**src/rtl/pwrseq_pkg.sv**
```systemverilog
package pwrseq_pkg;

    typedef enum logic [3:0] {
        ST_OFF,
        ST_REL_RST,
        ST_LOAD_ADDR,
        ST_LANE_UP,
        ST_WAIT_LOCK,
        ST_WR_SETUP,
        ST_WR_STROBE,
        ST_WR_END,
        ST_WAIT_OUT,
        ST_RELOAD,
        ST_WAIT_RELOCK,
        ST_ON,
        ST_OFF_IDLE
    } seq_state_e;

    typedef enum logic [1:0] {
        ERR_NONE   = 2'd0,
        ERR_LOCK   = 2'd1,
        ERR_OUT    = 2'd2,
        ERR_RELOCK = 2'd3
    } seq_err_e;

    localparam int          ADDR_W        = 6;
    localparam int          DATA_W        = 4;
    localparam logic [5:0]  CFG_ADDR_LOCK = 6'h10;
    localparam logic [5:0]  CFG_ADDR_SCC  = 6'h12;
    localparam logic [3:0]  CFG_DATA_SEL  = 4'h8;

endpackage

```
**src/rtl/pwrseq_delay.sv**
```systemverilog
// Counts a fixed number of cycles while run is high; restarts after each expiry.
module pwrseq_delay #(
    parameter int CYC = 100
) (
    input  logic clk,
    input  logic rst_n,
    input  logic run,
    output logic elapsed
);
    localparam int          W    = (CYC > 1) ? $clog2(CYC) : 1;
    localparam logic [W-1:0] LAST = W'(CYC - 1);

    logic [W-1:0] cnt_q;

    assign elapsed = run && (cnt_q == LAST);

    always_ff @(posedge clk or negedge rst_n) begin
        if (!rst_n) begin
            cnt_q <= '0;
        end else if (!run || elapsed) begin
            cnt_q <= '0;
        end else begin
            cnt_q <= cnt_q + 1'b1;
        end
    end
endmodule

```
**src/rtl/pwrseq_poll.sv**
```systemverilog
// Periodic status sampler with a sample-count timeout.
module pwrseq_poll #(
    parameter int POLL_CYC = 5000,
    parameter int NPOLL    = 400
) (
    input  logic clk,
    input  logic rst_n,
    input  logic active,
    input  logic cond,
    output logic pass,
    output logic expire
);
    localparam int           PW      = (POLL_CYC > 1) ? $clog2(POLL_CYC) : 1;
    localparam int           NW      = $clog2(NPOLL + 1);
    localparam logic [PW-1:0] PH_LAST = PW'(POLL_CYC - 1);
    localparam logic [NW-1:0] N_LAST  = NW'(NPOLL);

    logic [PW-1:0] ph_q;
    logic [NW-1:0] n_q;
    logic          sample;

    assign sample = active && (ph_q == '0);
    assign pass   = sample && cond;
    assign expire = sample && !cond && (n_q == N_LAST);

    always_ff @(posedge clk or negedge rst_n) begin
        if (!rst_n) begin
            ph_q <= '0;
            n_q  <= '0;
        end else if (!active) begin
            ph_q <= '0;
            n_q  <= '0;
        end else if (ph_q == PH_LAST) begin
            ph_q <= '0;
            if (n_q != N_LAST) begin
                n_q <= n_q + 1'b1;
            end
        end else begin
            ph_q <= ph_q + 1'b1;
        end
    end
endmodule

```
**src/rtl/pcie_phy_pwrseq.sv**
```systemverilog
module pcie_phy_pwrseq
    import pwrseq_pkg::*;
#(
    parameter int CLK_MHZ    = 100,
    parameter int STEP_US    = 1,
    parameter int POLL_US    = 50,
    parameter int TIMEOUT_US = 20000
) (
    input  logic       clk,
    input  logic       rst_n,
    input  logic       pwr_on_req,
    input  logic       pwr_off_req,
    input  logic       stat_pll_locked,
    input  logic       stat_pll_out,
    output logic       phy_rst,
    output logic       lane_a_idle,
    output logic [5:0] cfg_addr,
    output logic [3:0] cfg_data,
    output logic       cfg_wr,
    output logic       busy,
    output logic       done,
    output logic [1:0] err
);
    localparam int STEP_CYC = CLK_MHZ * STEP_US;
    localparam int POLL_CYC = CLK_MHZ * POLL_US;
    localparam int NPOLL    = TIMEOUT_US / POLL_US;

    seq_state_e state_q, state_d;
    logic       wr_idx_q, wr_idx_d;
    logic       fin;
    seq_err_e   fin_err;

    logic       poll_active, poll_cond, poll_pass, poll_expire;
    logic       dly_run, dly_elapsed;

    // wait engine shared by the three polled waits
    assign poll_active = (state_q == ST_WAIT_LOCK) || (state_q == ST_WAIT_OUT) ||
                         (state_q == ST_WAIT_RELOCK);
    assign poll_cond   = (state_q == ST_WAIT_OUT) ? !stat_pll_out : stat_pll_locked;

    pwrseq_poll #(
        .POLL_CYC (POLL_CYC),
        .NPOLL    (NPOLL)
    ) u_poll (
        .clk    (clk),
        .rst_n  (rst_n),
        .active (poll_active),
        .cond   (poll_cond),
        .pass   (poll_pass),
        .expire (poll_expire)
    );

    // setup and strobe timing for configuration writes
    assign dly_run = (state_q == ST_WR_SETUP) || (state_q == ST_WR_STROBE);

    pwrseq_delay #(
        .CYC (STEP_CYC)
    ) u_delay (
        .clk     (clk),
        .rst_n   (rst_n),
        .run     (dly_run),
        .elapsed (dly_elapsed)
    );

    // next-state logic
    always_comb begin
        state_d  = state_q;
        wr_idx_d = wr_idx_q;
        fin      = 1'b0;
        fin_err  = ERR_NONE;
        unique case (state_q)
            ST_OFF, ST_ON: begin
                if (pwr_off_req) begin
                    state_d = ST_OFF_IDLE;
                end else if (pwr_on_req) begin
                    state_d = ST_REL_RST;
                end
            end
            ST_REL_RST:   state_d = ST_LOAD_ADDR;
            ST_LOAD_ADDR: state_d = ST_LANE_UP;
            ST_LANE_UP:   state_d = ST_WAIT_LOCK;
            ST_WAIT_LOCK: begin
                if (poll_pass) begin
                    state_d  = ST_WR_SETUP;
                    wr_idx_d = 1'b0;
                end else if (poll_expire) begin
                    state_d = ST_OFF;
                    fin     = 1'b1;
                    fin_err = ERR_LOCK;
                end
            end
            ST_WR_SETUP: begin
                if (dly_elapsed) begin
                    state_d = ST_WR_STROBE;
                end
            end
            ST_WR_STROBE: begin
                if (dly_elapsed) begin
                    state_d = ST_WR_END;
                end
            end
            ST_WR_END: begin
                if (!wr_idx_q) begin
                    wr_idx_d = 1'b1;
                    state_d  = ST_WR_SETUP;
                end else begin
                    state_d = ST_WAIT_OUT;
                end
            end
            ST_WAIT_OUT: begin
                if (poll_pass) begin
                    state_d = ST_RELOAD;
                end else if (poll_expire) begin
                    state_d = ST_OFF;
                    fin     = 1'b1;
                    fin_err = ERR_OUT;
                end
            end
            ST_RELOAD: state_d = ST_WAIT_RELOCK;
            ST_WAIT_RELOCK: begin
                if (poll_pass) begin
                    state_d = ST_ON;
                    fin     = 1'b1;
                end else if (poll_expire) begin
                    state_d = ST_OFF;
                    fin     = 1'b1;
                    fin_err = ERR_RELOCK;
                end
            end
            ST_OFF_IDLE: begin
                state_d = ST_OFF;
                fin     = 1'b1;
            end
            default: state_d = ST_OFF;
        endcase
    end

    // state register
    always_ff @(posedge clk or negedge rst_n) begin
        if (!rst_n) begin
            state_q  <= ST_OFF;
            wr_idx_q <= 1'b0;
        end else begin
            state_q  <= state_d;
            wr_idx_q <= wr_idx_d;
        end
    end

    // registered outputs, decoded from the state being entered
    always_ff @(posedge clk or negedge rst_n) begin
        if (!rst_n) begin
            phy_rst     <= 1'b1;
            lane_a_idle <= 1'b1;
            cfg_addr    <= '0;
            cfg_data    <= '0;
            cfg_wr      <= 1'b0;
            busy        <= 1'b0;
            done        <= 1'b0;
            err         <= ERR_NONE;
        end else begin
            done   <= fin;
            cfg_wr <= (state_d == ST_WR_STROBE);
            busy   <= (state_d != ST_OFF) && (state_d != ST_ON);
            if (fin) begin
                err <= fin_err;
            end else if ((state_d == ST_REL_RST) || (state_d == ST_OFF_IDLE)) begin
                err <= ERR_NONE;
            end
            case (state_d)
                ST_REL_RST:            phy_rst     <= 1'b0;
                ST_LOAD_ADDR,
                ST_RELOAD:             cfg_addr    <= CFG_ADDR_LOCK;
                ST_LANE_UP:            lane_a_idle <= 1'b0;
                ST_WR_SETUP: begin
                    cfg_addr <= wr_idx_d ? CFG_ADDR_SCC : CFG_ADDR_LOCK;
                    cfg_data <= CFG_DATA_SEL;
                end
                ST_OFF_IDLE:           lane_a_idle <= 1'b1;
                ST_OFF:                phy_rst     <= 1'b1;
                default: ;
            endcase
        end
    end
endmodule

```
**config.mk**
```make
export PLATFORM = sky130hd
export DESIGN_NAME = pcie_phy_pwrseq
export DESIGN_NICKNAME = d
export VERILOG_FILES = /design/src/rtl/pwrseq_pkg.sv /design/src/rtl/pwrseq_delay.sv /design/src/rtl/pwrseq_poll.sv /design/src/rtl/pcie_phy_pwrseq.sv
export SDC_FILE = /design/constraint.sdc
export NUM_CORES = 1
export LEC_CHECK = 0
export ABC_AREA = 1
export BUFFER_PORTS_ARGS = -buffer_cell sky130_fd_sc_hd__buf_2
export CAP_MARGIN = 15
export CORE_AREA = 2 2 89 91
export DETAILED_ROUTE_END_ITERATION = 7
export DIE_AREA = 0 0 91 93
export PLACE_DENSITY = 0.62
export SYNTH_ARGS = -nofsm -noshare
export SYNTH_HDL_FRONTEND = slang
export SYNTH_SLANG_ARGS = --single-unit
export TNS_END_PERCENT = 1
```
**constraint.sdc**
```tcl
create_clock -name clk -period 5.8 [get_ports clk]
set_clock_uncertainty 0.2 [all_clocks]
set_input_delay 1.16 -clock clk [delete_from_list [all_inputs] [get_ports clk]]
set_output_delay 1.16 -clock clk [all_outputs]
set_load 0.05 [all_outputs]
```
* After elaboration in Yosys (flattened, before gate mapping)
Index checks and enable logic that the tools add are counted.
** Operators by class
- Mux-type cells :: 36
- Reduce and logical (&&, ||, !) cells :: 26
- Add/sub/neg operators :: 3
- Equality and inequality tests :: 26
** Operators with widths (count)
- $pmux W4 S11 :: 1
- $mux W4 :: 9
- $eq A4 B4 Y1 const B :: 7
- $mux W9 :: 3
- $mux W13 :: 2
- $eq A4 B3 Y1 const B :: 6
- $eq A4 B2 Y1 const B :: 4
- $mux W2 :: 7
- $add A13 B1 Y13 const B :: 1
- $eq A13 B13 Y1 const B :: 1
- $logic_not A13 Y1 :: 1
- $pmux W6 S2 :: 1
- $add A9 B1 Y9 const B :: 1
- $eq A9 B9 Y1 const B :: 1
- $ne A9 B9 Y1 const B :: 1
- $eq A4 B1 Y1 const B :: 2
- $logic_not A4 Y1 :: 2
- $reduce_bool A2 Y1 :: 4
- $add A7 B1 Y7 const B :: 1
- $eq A7 B7 Y1 const B :: 1
- $mux W1 :: 7
- $mux W7 :: 1
- $logic_and A1 B1 Y1 :: 6
- $pmux W1 S2 :: 3
- other kinds (9) :: 18
** Storage, ports and cells
- Output and inout port bits :: 17
- Input bits :: 6
- Register bits after elaboration :: 48

* Depth between registers and ports, before layout
Gate-level depths: netlist of run 1.
- Depth in word-level cells :: 13
- Gate-level depth with buffers :: 13

* By module
A second synthesis of run 1 with hierarchy kept.
** Unflattened totals
- Cells, all modules :: 376
- Area total of the unflattened synthesis :: 2780.2 sq um
** Modules (own cells, without submodules)
- pwrseq_poll :: cells each 199, sequential area each 550.5 sq um, area each 1438.9 sq um, instances 1
- pcie_phy_pwrseq :: cells each 133, sequential area each 377.9 sq um, area each 957.2 sq um, instances 1
- pwrseq_delay :: cells each 44, sequential area each 175.2 sq um, area each 384.1 sq um, instances 1

* Worst setup path before layout of run 1
No wires, ideal clock.
- Kind :: input -> register
- Start :: in stat_pll_out
- End :: reg cfg_addr[1]
- Slack :: 3.509 ns
- Data arrival time :: 1.971 ns
- Path buffers :: 0
- Stages :: 11
- Path through :: inv_1 -> nand3_1 -> nand2_1 -> nor2_1 -> nand2_2 -> nand3_2 -> nand2_4 -> nor2_4 -> nand2_1 -> nand3_1 -> nand2_1
** Between the ends
- Word-level cells in the longest chain between the ends :: 11
- Elaborated cells between the ends (all ways) :: 20
** RTL lines
- start: declaration :: line pcie_phy_pwrseq.sv:14 : input logic stat_pll_out,
- $logic_not A1 Y1 (*) :: line pcie_phy_pwrseq.sv:39 : assign poll_cond = (state_q == ST_WAIT_OUT) ? !stat_pll_out : stat_pll_locked;
- $mux W1 (*) :: line pcie_phy_pwrseq.sv:39
- $logic_not A1 Y1 :: line pwrseq_poll.sv:24 : assign expire = sample && !cond && (n_q == N_LAST);
- $logic_and A1 B1 Y1 (2 in series) :: line pwrseq_poll.sv:24
- $mux W4 :: line pcie_phy_pwrseq.sv:86, pcie_phy_pwrseq.sv:113, pcie_phy_pwrseq.sv:124
- $mux W4 (on tied branches) :: line pcie_phy_pwrseq.sv:121, pcie_phy_pwrseq.sv:83, pcie_phy_pwrseq.sv:111
- $pmux W4 S11 (*) :: line pcie_phy_pwrseq.sv:71 : unique case (state_q)
- named net state_d[1] :: line pcie_phy_pwrseq.sv:28 : seq_state_e state_q, state_d;
- $eq A4 B2 Y1 or $eq A4 B4 Y1 (tied branches) :: line pcie_phy_pwrseq.sv:169 : case (state_d)
- $reduce_or A2 Y1 :: line pcie_phy_pwrseq.sv:169
- $pmux W6 S2 or $reduce_bool A2 Y1 (tied branches)
- end signal: assignment :: line pcie_phy_pwrseq.sv:175 : cfg_addr <= wr_idx_d ? CFG_ADDR_SCC : CFG_ADDR_LOCK;
- end: declaration :: line pcie_phy_pwrseq.sv:17 : output logic [5:0] cfg_addr,
The timed path passes the listed nets; every way through them passes the cells marked *. The select of a mux whose other input is x is not followed.
A chain may end at the register's enable or synchronous reset.

* Worst setup path in the final report of run 1
- Start :: reg lane_a_idle
- End :: out lane_a_idle
** RTL lines
- start: declaration :: line pcie_phy_pwrseq.sv:16 : output logic lane_a_idle,
- start signal: assignment :: line pcie_phy_pwrseq.sv:153 : lane_a_idle <= 1'b1;
- start signal: assignment :: line pcie_phy_pwrseq.sv:173 : ST_LANE_UP: lane_a_idle <= 1'b0;
- start signal: assignment :: line pcie_phy_pwrseq.sv:178 : ST_OFF_IDLE: lane_a_idle <= 1'b1;
No word-level cell between the ends.

==> flow_summary.html, run 1 <==
<table>
<tr><th>Metric</th><th>Value</th></tr>
<tr><th colspan="2">Outcome</th></tr>
<tr><td>Result of the run</td><td>finished, final reports clean</td></tr>
<tr><th colspan="2">Global routing</th></tr>
<tr><td>Grt ovf</td><td>0</td></tr>
<tr><td>Number of antenna violations at the first check in global routing</td><td>0</td></tr>
<tr><td>First-pass GRT wire length</td><td>between 9000 and 10,000 um</td></tr>
<tr><td>Largest net degree at the start of global routing</td><td>45</td></tr>
<tr><td>Highest-utilization routing layer at the global route stage</td><td>met2</td></tr>
<tr><td>GRT met2 Usage</td><td>between 20% and 30%</td></tr>
<tr><td>Overall track demand over capacity in global routing</td><td>13.3%</td></tr>
<tr><td>Via count of the first global-routing pass</td><td>just over 2,000</td></tr>
<tr><td>Met3 GRT Util</td><td>1.93%</td></tr>
<tr><td>GR met1 Demand/Resource</td><td>between 15 and 20%</td></tr>
<tr><th colspan="2">Power</th></tr>
<tr><td>Maximum resistive drop on vdd</td><td>0.247 mV</td></tr>
<tr><td>Static Leak</td><td>roughly 1.3 nW</td></tr>
<tr><td>Power per cell area</td><td>about 410 nW/um^2</td></tr>
<tr><th colspan="2">STA</th></tr>
<tr><td>Number of endpoints failing setup at the final stage</td><td>0</td></tr>
<tr><td>Slew HR</td><td>34.5%</td></tr>
<tr><td>Time the worst path needs with I/O delays and setup</td><td>2450 ps</td></tr>
<tr><td>Total negative setup slack</td><td>0 ps</td></tr>
<tr><td>Final Hold Violating Endpoints</td><td>0</td></tr>
<tr><td>Pin slew with the least headroom to its limit</td><td>982 ps</td></tr>
<tr><td>RSZ-0062 raised after global routing</td><td>false</td></tr>
<tr><td>Final worst path period share</td><td>between 40% and 50%</td></tr>
<tr><td>F_max</td><td>about 410 MHz</td></tr>
<tr><td>Setup WS post-layout</td><td>~3300 ps</td></tr>
<tr><td>Final Slew Violations</td><td>0</td></tr>
<tr><th colspan="2">Final layout</th></tr>
<tr><td>Area taken by flip-flops and latches</td><td>~1100 sq um</td></tr>
<tr><td>Footprint of the multi-input gates</td><td>1240 sq um</td></tr>
<tr><td>Number of inserted filler cells in the final layout</td><td>around 800</td></tr>
<tr><td>Antenna Cells</td><td>0</td></tr>
<tr><td>Fraction of layout cells with a size suffix above 1</td><td>~14%</td></tr>
<tr><td>Final-stage net count</td><td>360</td></tr>
<tr><td>Area growth syn-to-layout</td><td>9.83%</td></tr>
<tr><th colspan="2">Clock network</th></tr>
<tr><td>Number of buffers inserted during clock tree synthesis</td><td>5</td></tr>
<tr><td>Clock tree from TritonCTS</td><td>done</td></tr>
<tr><td>Clock root buffer</td><td>clkbuf_8</td></tr>
<tr><td>Insertion delay to the later sink of the worst-skew pair</td><td>~300 ps</td></tr>
<tr><td>Number of gates resized after CTS</td><td>0</td></tr>
<tr><td>Number of buffers added for setup after CTS</td><td>0</td></tr>
<tr><td>Clock slew at the register clock pins of the worst setup and hold paths</td><td>~80 ps</td></tr>
<tr><td>Htree depth</td><td>2</td></tr>
<tr><td>Clock tree sinks</td><td>between 40 and 50</td></tr>
<tr><td>Post-cts hold buffer count</td><td>0</td></tr>
<tr><td>Largest buffer count on any clock path</td><td>2</td></tr>
<tr><th colspan="2">Synthesis</th></tr>
<tr><td>Number of synthesized flops with an enable pin</td><td>0</td></tr>
<tr><td>Most frequently used flop master after synthesis</td><td>dfrtp_1</td></tr>
<tr><td>Post-synthesis average cell area</td><td>approximately 7.7 sq um</td></tr>
<tr><td>Number of instances in the synthesized netlist</td><td>between 300 and 400</td></tr>
<tr><td>Yosys reg bits</td><td>44</td></tr>
<tr><td>Post-synth top area share</td><td>about 41%</td></tr>
<tr><td>Register area share after synthesis</td><td>~43%</td></tr>
<tr><td>Number of warning messages in the yosys log</td><td>0</td></tr>
<tr><td>Synth Cell Area</td><td>roughly 2600 sq um</td></tr>
<tr><td>Unique masters post-synth</td><td>34</td></tr>
<tr><td>Leading cell types by total area after synthesis</td><td>dfrtp_1 (41%), nand2_1 (9.4%), nor2_1 (7.5%), inv_1 (5.9%), nand3_1 (5.5%)</td></tr>
<tr><td>Cell taking the most area after synthesis</td><td>dfrtp_1</td></tr>
<tr><td>Cell types with the highest counts after synthesis</td><td>nand2_1 (64), nor2_1 (51), dfrtp_1 (42)</td></tr>
<tr><td>Proportion of synthesized flip-flops having asynchronous set or reset</td><td>100%</td></tr>
<tr><td>Most instantiated library cell after synthesis</td><td>nand2_1</td></tr>
<tr><th colspan="2">Floorplanning</th></tr>
<tr><td>Die width</td><td>around 91 um</td></tr>
<tr><td>Number of I/O pins</td><td>23</td></tr>
<tr><td>Starting Density</td><td>approximately 34%</td></tr>
<tr><td>Floorplan core area</td><td>around 7500 sq um</td></tr>
<tr><td>Row Count</td><td>32</td></tr>
<tr><td>Die area</td><td>8460 sq um</td></tr>
<tr><td>Height of the die</td><td>approximately 93 um</td></tr>
<tr><th colspan="2">Setup path</th></tr>
<tr><td>Slowest-stage cell, CP</td><td>dfstp_2</td></tr>
<tr><td>R2R setup slack</td><td>approximately 3400 ps</td></tr>
<tr><td>Worst path top cell family by delay</td><td>flip-flops</td></tr>
<tr><td>Critical-path maximum fanout</td><td>2</td></tr>
<tr><td>Sequence of cells on the critical path</td><td>buf_2</td></tr>
<tr><td>Largest stage delay, worst path</td><td>approximately 540 ps</td></tr>
<tr><td>Crit path buf inv count</td><td>1</td></tr>
<tr><td>Arrival time worst endpoint</td><td>around 1100 ps</td></tr>
<tr><td>Critical Path Sink Type</td><td>primary output</td></tr>
<tr><td>Critical R2R Capture</td><td>u_poll.n_q[5]</td></tr>
<tr><td>Logic depth of the worst register-to-register path</td><td>10</td></tr>
<tr><td>Worst Setup Start Kind</td><td>register</td></tr>
<tr><td>Worst Path Required</td><td>4440 ps</td></tr>
<tr><td>R2R Path Start</td><td>state_q[2]</td></tr>
<tr><td>Worst setup path class</td><td>register to primary output</td></tr>
<tr><th colspan="2">Routing</th></tr>
<tr><td>Number of DRC violations after detailed-routing iteration 0</td><td>between 90 and 100</td></tr>
<tr><td>Total DRC errors in the routed layout</td><td>0</td></tr>
<tr><td>DRT Pass-1 Iters</td><td>4</td></tr>
<tr><td>Final antenna-violating net count</td><td>0</td></tr>
<tr><td>Number of vias after detailed routing</td><td>between 2,000 and 2,500</td></tr>
<tr><td>DR vias/cell</td><td>4.77</td></tr>
<tr><td>Sum of routed wire length over all layers</td><td>~5300 um</td></tr>
<tr><td>WL/cell</td><td>around 12 um</td></tr>
<tr><th colspan="2">Hold path</th></tr>
<tr><td>Startpoint of the lowest-slack hold path</td><td>u_delay.cnt_q[0]</td></tr>
<tr><td>Worst hold path endpoint</td><td>u_delay.cnt_q[0]</td></tr>
<tr><td>Class of the worst hold path</td><td>register to register</td></tr>
<tr><td>Cell count of the worst hold path</td><td>1</td></tr>
<tr><th colspan="2">Place</th></tr>
<tr><td>Port Buffer Count</td><td>15</td></tr>
<tr><td>RePlAce Congestion</td><td>~0.8</td></tr>
<tr><td>DP Wirelength</td><td>3910 um</td></tr>
<tr><td>Placement-stage worst setup slack</td><td>around 3300 ps</td></tr>
<tr><th colspan="2">Job</th></tr>
<tr><td>Reported max-cap violation count</td><td>0</td></tr>
</table>
-- sequential cells by signal (all words and copies together) (netlist names) --
signal,count
u_poll.ph_q,13
u_poll.n_q,9
u_delay.cnt_q,7
state_q,4
cfg_addr,2
err,2
busy,1
cfg_data,1
cfg_wr,1
done,1
lane_a_idle,1
phy_rst,1
wr_idx_q,1
-- metrics by stage --
step           power [mW]  util (%)  instance area [sq um]  hold slack [ps]  std cells
4_1_cts              1.16      37.3                   2810              266        452
6_report             1.15      37.3                   2810              265        452
5_1_grt              1.24      37.3                   2810              287        452
3_3_place_gp        0.916      35.9                   2700              252        444
2_1_floorplan       0.826         -                   2580              233        338
3_5_place_dp        0.918      35.9                   2700              254        444
-- where the power goes --
part / internal [mW] / switching [mW]
registers: 0.354 / 0.0423
clock network: 0.128 / 0.106
logic: 0.144 / 0.374
-- logic make-up (layout without fill, tap and decap cells) --
logic type / count (synthesis) / in the layout / share of synthesized area, %
and+or+nand+nor: 190 / 190 / 35.6
buffers and inverters: 53 / 65 / 9.34
DFF: 44 / 44 / 43.2
AOI/OAI and AO/OA: 35 / 35 / 7.83
adders and majority gates: 5 / 5 / 2.45
xor gates and xnor gates: 3 / 3 / 1.03
other: 1 / 7 / 0.147
muxes: 1 / 1 / 0.440
-- cells in the final DEF (no fill, tap or decap), types with 3 or more instances in the layout --
master,synthesis,final
a21oi_1,17,17
buf_2,0,15
clkbuf_8,1,5
conb_1,1,7
dfrtp_1,42,42
ha_1,5,5
inv_1,40,40
nand2_1,64,64
nand2_2,6,6
nand2_4,4,4
nand3_1,28,28
nand3b_1,3,3
nand4_1,6,6
nor2_1,51,51
nor2_4,5,5
nor3_1,15,15
o21ai_0,8,8
o21ai_1,4,4
xor2_1,3,3
-- layer usage --
| metal | vias to the layer above | wire [um] |
|---|---|---|
| met3 | 5 | 140 |
| li1 | 1087 | - |
| met1 | 1023 | 2640 |
| met5 | - | 0 |
| met2 | 42 | 2440 |
| met4 | 0 | 71 |
-- worst max path at each step --
stage	cells after the start	start	slack [ps]	end
3_5_place_dp	11	stat_pll_out	3270	cfg_addr[1]
6_report	1	lane_a_idle	3350	lane_a_idle
3_3_place_gp	11	stat_pll_out	3310	cfg_addr[1]
4_1_cts	1	lane_a_idle	3330	lane_a_idle
5_1_grt	10	state_q[2]	3170	u_poll.n_q[5]
2_1_floorplan	11	stat_pll_out	3510	cfg_addr[1]
-- cell type report --
type / instances / share of cell area (%)
Tap cell: 102 / 4.54
Clock buffer: 6 / 2.58
Clock inverter: 2 / 1.25
Multi-Input combinational cell: 241 / 44.1
Sequential cell: 44 / 39.3
Timing Repair Buffer: 15 / 2.67
Inverter: 42 / 5.61
Power figures use the tool's default switching activity.
==> inputs of run 2 (changes only) <==
--- a/config.mk
+++ b/config.mk
@@ -11,7 +11,7 @@
 export CORE_AREA = 2 2 89 91
 export DETAILED_ROUTE_END_ITERATION = 7
 export DIE_AREA = 0 0 91 93
-export PLACE_DENSITY = 0.62
+export PLACE_DENSITY = 0.64
 export SYNTH_ARGS = -nofsm -noshare
 export SYNTH_HDL_FRONTEND = slang
 export SYNTH_SLANG_ARGS = --single-unit
==> constraint.sdc (replaced) <==
create_clock -name clk -period 2 [get_ports clk]
set_clock_uncertainty 0.2 [all_clocks]
set_input_delay 0.4 -clock clk [delete_from_list [all_inputs] [get_ports clk]]
set_output_delay 0.4 -clock clk [all_outputs]
set_load 0.05 [all_outputs]
==> run 2 against run 1 <==
Cell area increased by 14%. Sequential share of layout area decreased by 4.6 points. Die area unchanged. Critical path type is now register to register.
==> flow_summary.html, run 2 (synthesis results as in run 1) <==
<table>
<tr><th>Metric</th><th>Value</th></tr>
<tr><th colspan="2">Clock network</th></tr>
<tr><td>Clock tree sinks</td><td>44 (unchanged)</td></tr>
<tr><td>Clock root buffer</td><td>clkbuf_8</td></tr>
<tr><td>Clock slew at the register clock pins of the worst setup and hold paths</td><td>80 ps (about the same)</td></tr>
<tr><td>Number of buffers inserted during clock tree synthesis</td><td>5 (unchanged)</td></tr>
<tr><td>Clock tree from TritonCTS</td><td>done</td></tr>
<tr><td>Htree depth</td><td>2 (unchanged)</td></tr>
<tr><td>Insertion delay to the later sink of the worst-skew pair</td><td>300 ps (about the same)</td></tr>
<tr><td>Largest buffer count on any clock path</td><td>2 (unchanged)</td></tr>
<tr><th colspan="2">Routing</th></tr>
<tr><td>WL/cell</td><td>11.7 um (-0.14%)</td></tr>
<tr><td>Sum of routed wire length over all layers</td><td>5650 um (+6.7%)</td></tr>
<tr><td>Final antenna-violating net count</td><td>0 (unchanged)</td></tr>
<tr><td>DRT Pass-1 Iters</td><td>4 (unchanged)</td></tr>
<tr><td>Total DRC errors in the routed layout</td><td>0 (unchanged)</td></tr>
<tr><td>DR vias/cell</td><td>4.67 (-2.1%)</td></tr>
<tr><td>Number of DRC violations after detailed-routing iteration 0</td><td>109 (+14%)</td></tr>
<tr><td>Number of vias after detailed routing</td><td>2,257 (+4.6%)</td></tr>
<tr><th colspan="2">Final layout</th></tr>
<tr><td>Commonest non-fill, non-tap cell in the layout</td><td>nand2_1</td></tr>
<tr><td>Post-layout instance area</td><td>3190 sq um (+14%)</td></tr>
<tr><td>Largest register by flop count</td><td>u_poll.ph_q</td></tr>
<tr><td>Fraction of layout cells with a size suffix above 1</td><td>27.3% (+13 points)</td></tr>
<tr><td>Top library cells by usage in the layout, fill and taps aside</td><td>nand2_1 (60), nor2_1 (42), dfrtp_1 (39), inv_1 (38), buf_4 (28)</td></tr>
<tr><td>Antenna Cells</td><td>0 (unchanged)</td></tr>
<tr><td>Biggest regs</td><td>u_poll.ph_q (13), u_poll.n_q (9), u_delay.cnt_q (7)</td></tr>
<tr><td>Share of the core filled with cells</td><td>42.4% (+5.1 points)</td></tr>
<tr><td>Area taken by flip-flops and latches</td><td>1110 sq um (+0.34%)</td></tr>
<tr><td>Number of inserted filler cells in the final layout</td><td>765 (-4.3%)</td></tr>
<tr><td>Number of cells in the finished layout apart from fillers</td><td>483 (+6.9%)</td></tr>
<tr><td>Largest register FFs</td><td>13 (unchanged)</td></tr>
<tr><td>Area growth syn-to-layout</td><td>24.9%</td></tr>
<tr><td>Final-stage net count</td><td>391 (+8.6%)</td></tr>
<tr><td>Footprint of the multi-input gates</td><td>1350 sq um (+8.7%)</td></tr>
<tr><th colspan="2">Power</th></tr>
<tr><td>Maximum resistive drop on vdd</td><td>0.908 mV (+270%)</td></tr>
<tr><td>Share of total power in combinational logic</td><td>51.3% (+6.2 points)</td></tr>
<tr><td>Switch share</td><td>42.9% (-2.6 points)</td></tr>
<tr><td>Static Leak</td><td>1.47 nW (+14%)</td></tr>
<tr><td>Post-layout total power</td><td>3.92 mW (+240%)</td></tr>
<tr><td>Clk network pwr share</td><td>19.1% (-1.3 points)</td></tr>
<tr><td>Net switching power</td><td>1.68 mW (+220%)</td></tr>
<tr><td>Internal power</td><td>2.24 mW (+260%)</td></tr>
<tr><td>Power per cell area</td><td>1230 nW/um^2 (+200%)</td></tr>
<tr><td>Power share of the sequential group</td><td>29.6% (-4.9 points)</td></tr>
<tr><th colspan="2">STA</th></tr>
<tr><td>Final Slew Violations</td><td>0 (unchanged)</td></tr>
<tr><td>Time the worst path needs with I/O delays and setup</td><td>1980 ps</td></tr>
<tr><td>Number of endpoints failing setup at the final stage</td><td>0 (unchanged)</td></tr>
<tr><td>Total negative setup slack</td><td>0 ps (unchanged)</td></tr>
<tr><td>Final Hold Violating Endpoints</td><td>0 (unchanged)</td></tr>
<tr><td>Final worst path period share</td><td>roughly 99%</td></tr>
<tr><td>RSZ-0062 raised after global routing</td><td>true</td></tr>
<tr><td>Final worst hold slack</td><td>265 ps (+0.0730 ps)</td></tr>
<tr><td>Setup WS post-layout</td><td>18.5 ps (-3330 ps)</td></tr>
<tr><td>F_max</td><td>approximately 500 MHz</td></tr>
<tr><th colspan="2">Global routing</th></tr>
<tr><td>Grt ovf</td><td>0 (unchanged)</td></tr>
<tr><td>Number of antenna violations at the first check in global routing</td><td>0 (unchanged)</td></tr>
<tr><td>Overall track demand over capacity in global routing</td><td>13.2% (-0.16 points)</td></tr>
<tr><td>Largest net degree at the start of global routing</td><td>45 (unchanged)</td></tr>
<tr><td>Via count of the first global-routing pass</td><td>2,039 (-1.4%)</td></tr>
<tr><td>First-pass GRT wire length</td><td>9050 um (-1.7%)</td></tr>
<tr><th colspan="2">Setup path</th></tr>
<tr><td>Logic depth of the worst register-to-register path</td><td>13 (+3)</td></tr>
<tr><td>Critical Path Sink Type</td><td>register</td></tr>
<tr><td>Worst Path Required</td><td>1990 ps (-2450 ps)</td></tr>
<tr><td>Crit path buf inv count</td><td>1 (unchanged)</td></tr>
<tr><td>Largest stage delay, worst path</td><td>450 ps (-90 ps)</td></tr>
<tr><td>R2R setup slack</td><td>20 ps (-3360 ps)</td></tr>
<tr><td>Sequence of cells on the critical path</td><td>buf_6 -&gt; nor2_4 -&gt; nand2_2 -&gt; nand2_4 -&gt; nand2_4 -&gt; nor2_4 -&gt; nand2_4 -&gt; nand3_4 -&gt; nand2_4 -&gt; nor2_4 -&gt; nand2_2 -&gt; nand3_2 -&gt; nand2_1</td></tr>
<tr><td>Arrival time worst endpoint</td><td>1970 ps (+880 ps)</td></tr>
<tr><td>Worst setup path class</td><td>register to register</td></tr>
<tr><td>Slowest-stage cell, CP</td><td>dfrtp_2</td></tr>
<tr><td>Worst path most repeated cell</td><td>nand2_4</td></tr>
<tr><td>R2R Path Start</td><td>state_q[3]</td></tr>
<tr><td>Worst Setup Start Kind</td><td>register</td></tr>
<tr><td>Critical R2R Capture</td><td>cfg_addr[1]</td></tr>
<tr><td>Worst path top cell family by delay</td><td>simple AND/OR/NAND/NOR gates</td></tr>
<tr><td>Critical-path maximum fanout</td><td>6 (+4)</td></tr>
<tr><th colspan="2">Floorplanning</th></tr>
<tr><td>Starting Density</td><td>34.0% (unchanged)</td></tr>
<tr><td>Row Count</td><td>32 (unchanged)</td></tr>
<tr><td>Number of I/O pins</td><td>23 (unchanged)</td></tr>
<tr><td>Floorplan core area</td><td>7530 sq um (unchanged)</td></tr>
<tr><td>Height of the die</td><td>93 um (unchanged)</td></tr>
<tr><td>Die width</td><td>91 um (unchanged)</td></tr>
<tr><td>Die area</td><td>8460 sq um (unchanged)</td></tr>
<tr><th colspan="2">Hold path</th></tr>
<tr><td>Class of the worst hold path</td><td>register to register</td></tr>
<tr><td>Cell count of the worst hold path</td><td>2 (+1)</td></tr>
<tr><td>Worst hold path endpoint</td><td>phy_rst</td></tr>
<tr><td>Startpoint of the lowest-slack hold path</td><td>phy_rst</td></tr>
<tr><th colspan="2">Place</th></tr>
<tr><td>Placed standard-cell area</td><td>2860 sq um (+5.7%)</td></tr>
<tr><td>RePlAce Congestion</td><td>0.924 (+12%)</td></tr>
<tr><td>Cells after DPL</td><td>463 (+4.3%)</td></tr>
<tr><td>Placement-stage worst setup slack</td><td>-106 ps (-3370 ps)</td></tr>
<tr><td>DP Wirelength</td><td>4060 um (+3.7%)</td></tr>
<tr><td>Port Buffer Count</td><td>15 (unchanged)</td></tr>
<tr><th colspan="2">Job</th></tr>
<tr><td>Reported max-cap violation count</td><td>0 (unchanged)</td></tr>
<tr><th colspan="2">Outcome</th></tr>
<tr><td>Result of the run</td><td>finished, final reports clean</td></tr>
</table>
[run 2: cell type report]
cell class | instances | share of cell area [%]
multi-input cells | 241 | 42.1
flip-flops and latches | 44 | 34.7
repair buffers | 46 | 10.2
inverters | 42 | 5.02
well taps | 102 | 4.00
clock buffers | 7 | 3.02
clock inverters | 1 | 0.940
[run 2: power by group through the flow]
| stage | clock [mW] | sequential (mW) | combinational (mW) |
|---|---|---|---|
| CTS | 0.771 | 1.14 | 1.70 |
| floorplan | 0 | 1.29 | 1.11 |
| global route | 0.810 | 1.18 | 2.19 |
| global placement | 0 | 1.15 | 1.68 |
| finish | 0.748 | 1.16 | 2.01 |
| detailed placement | 0 | 1.15 | 1.68 |
[run 2: metal layers]
metal / part of all wire, % / track usage (%) / vias to the layer above / wire length (um)
met2: 47 / 22.0 / 35 / 2680
met3: 2.6 / 2.01 / 11 / 148
met4: 2.7 / 5.30 / 0 / 150
li1: - / - / 1158 / -
met1: 47 / 17.1 / 1053 / 2670
met5: 0 / 0 / - / 0
[run 2: repair_timing]
item | in CTS | in global routing
hold buffers | 1 | 0
gates resized for setup | 3 | 36
pin swaps | 0 | 14
hold endpoints to repair | 42 | 0
cloned | 0 | 0
setup endpoints to repair | 7 | 24
setup buffers | 0 | 11
[run 2: worst reg2reg max path, delay by kind of cell (launching register included)]
| kind | cells | cell delay, ps |
|---|---|---|
| DFF | 1 | 450 |
| and+or+nand+nor | 12 | 1100 |
| buffers and inverters | 1 | 140 |
[run 2: how the worst max path moves through the flow]
stage                         from  slack, ps  cells after the start               to
floorplan               state_q[1]        150                     12      cfg_addr[1]
global placement        state_q[0]        -50                     11             busy
detailed placement      state_q[0]       -110                     12      cfg_addr[1]
CTS                     state_q[0]         -5                     12      cfg_addr[1]
global route        u_poll.ph_q[0]       -100                     12  u_poll.ph_q[10]
finish                  state_q[3]         20                     13      cfg_addr[1]
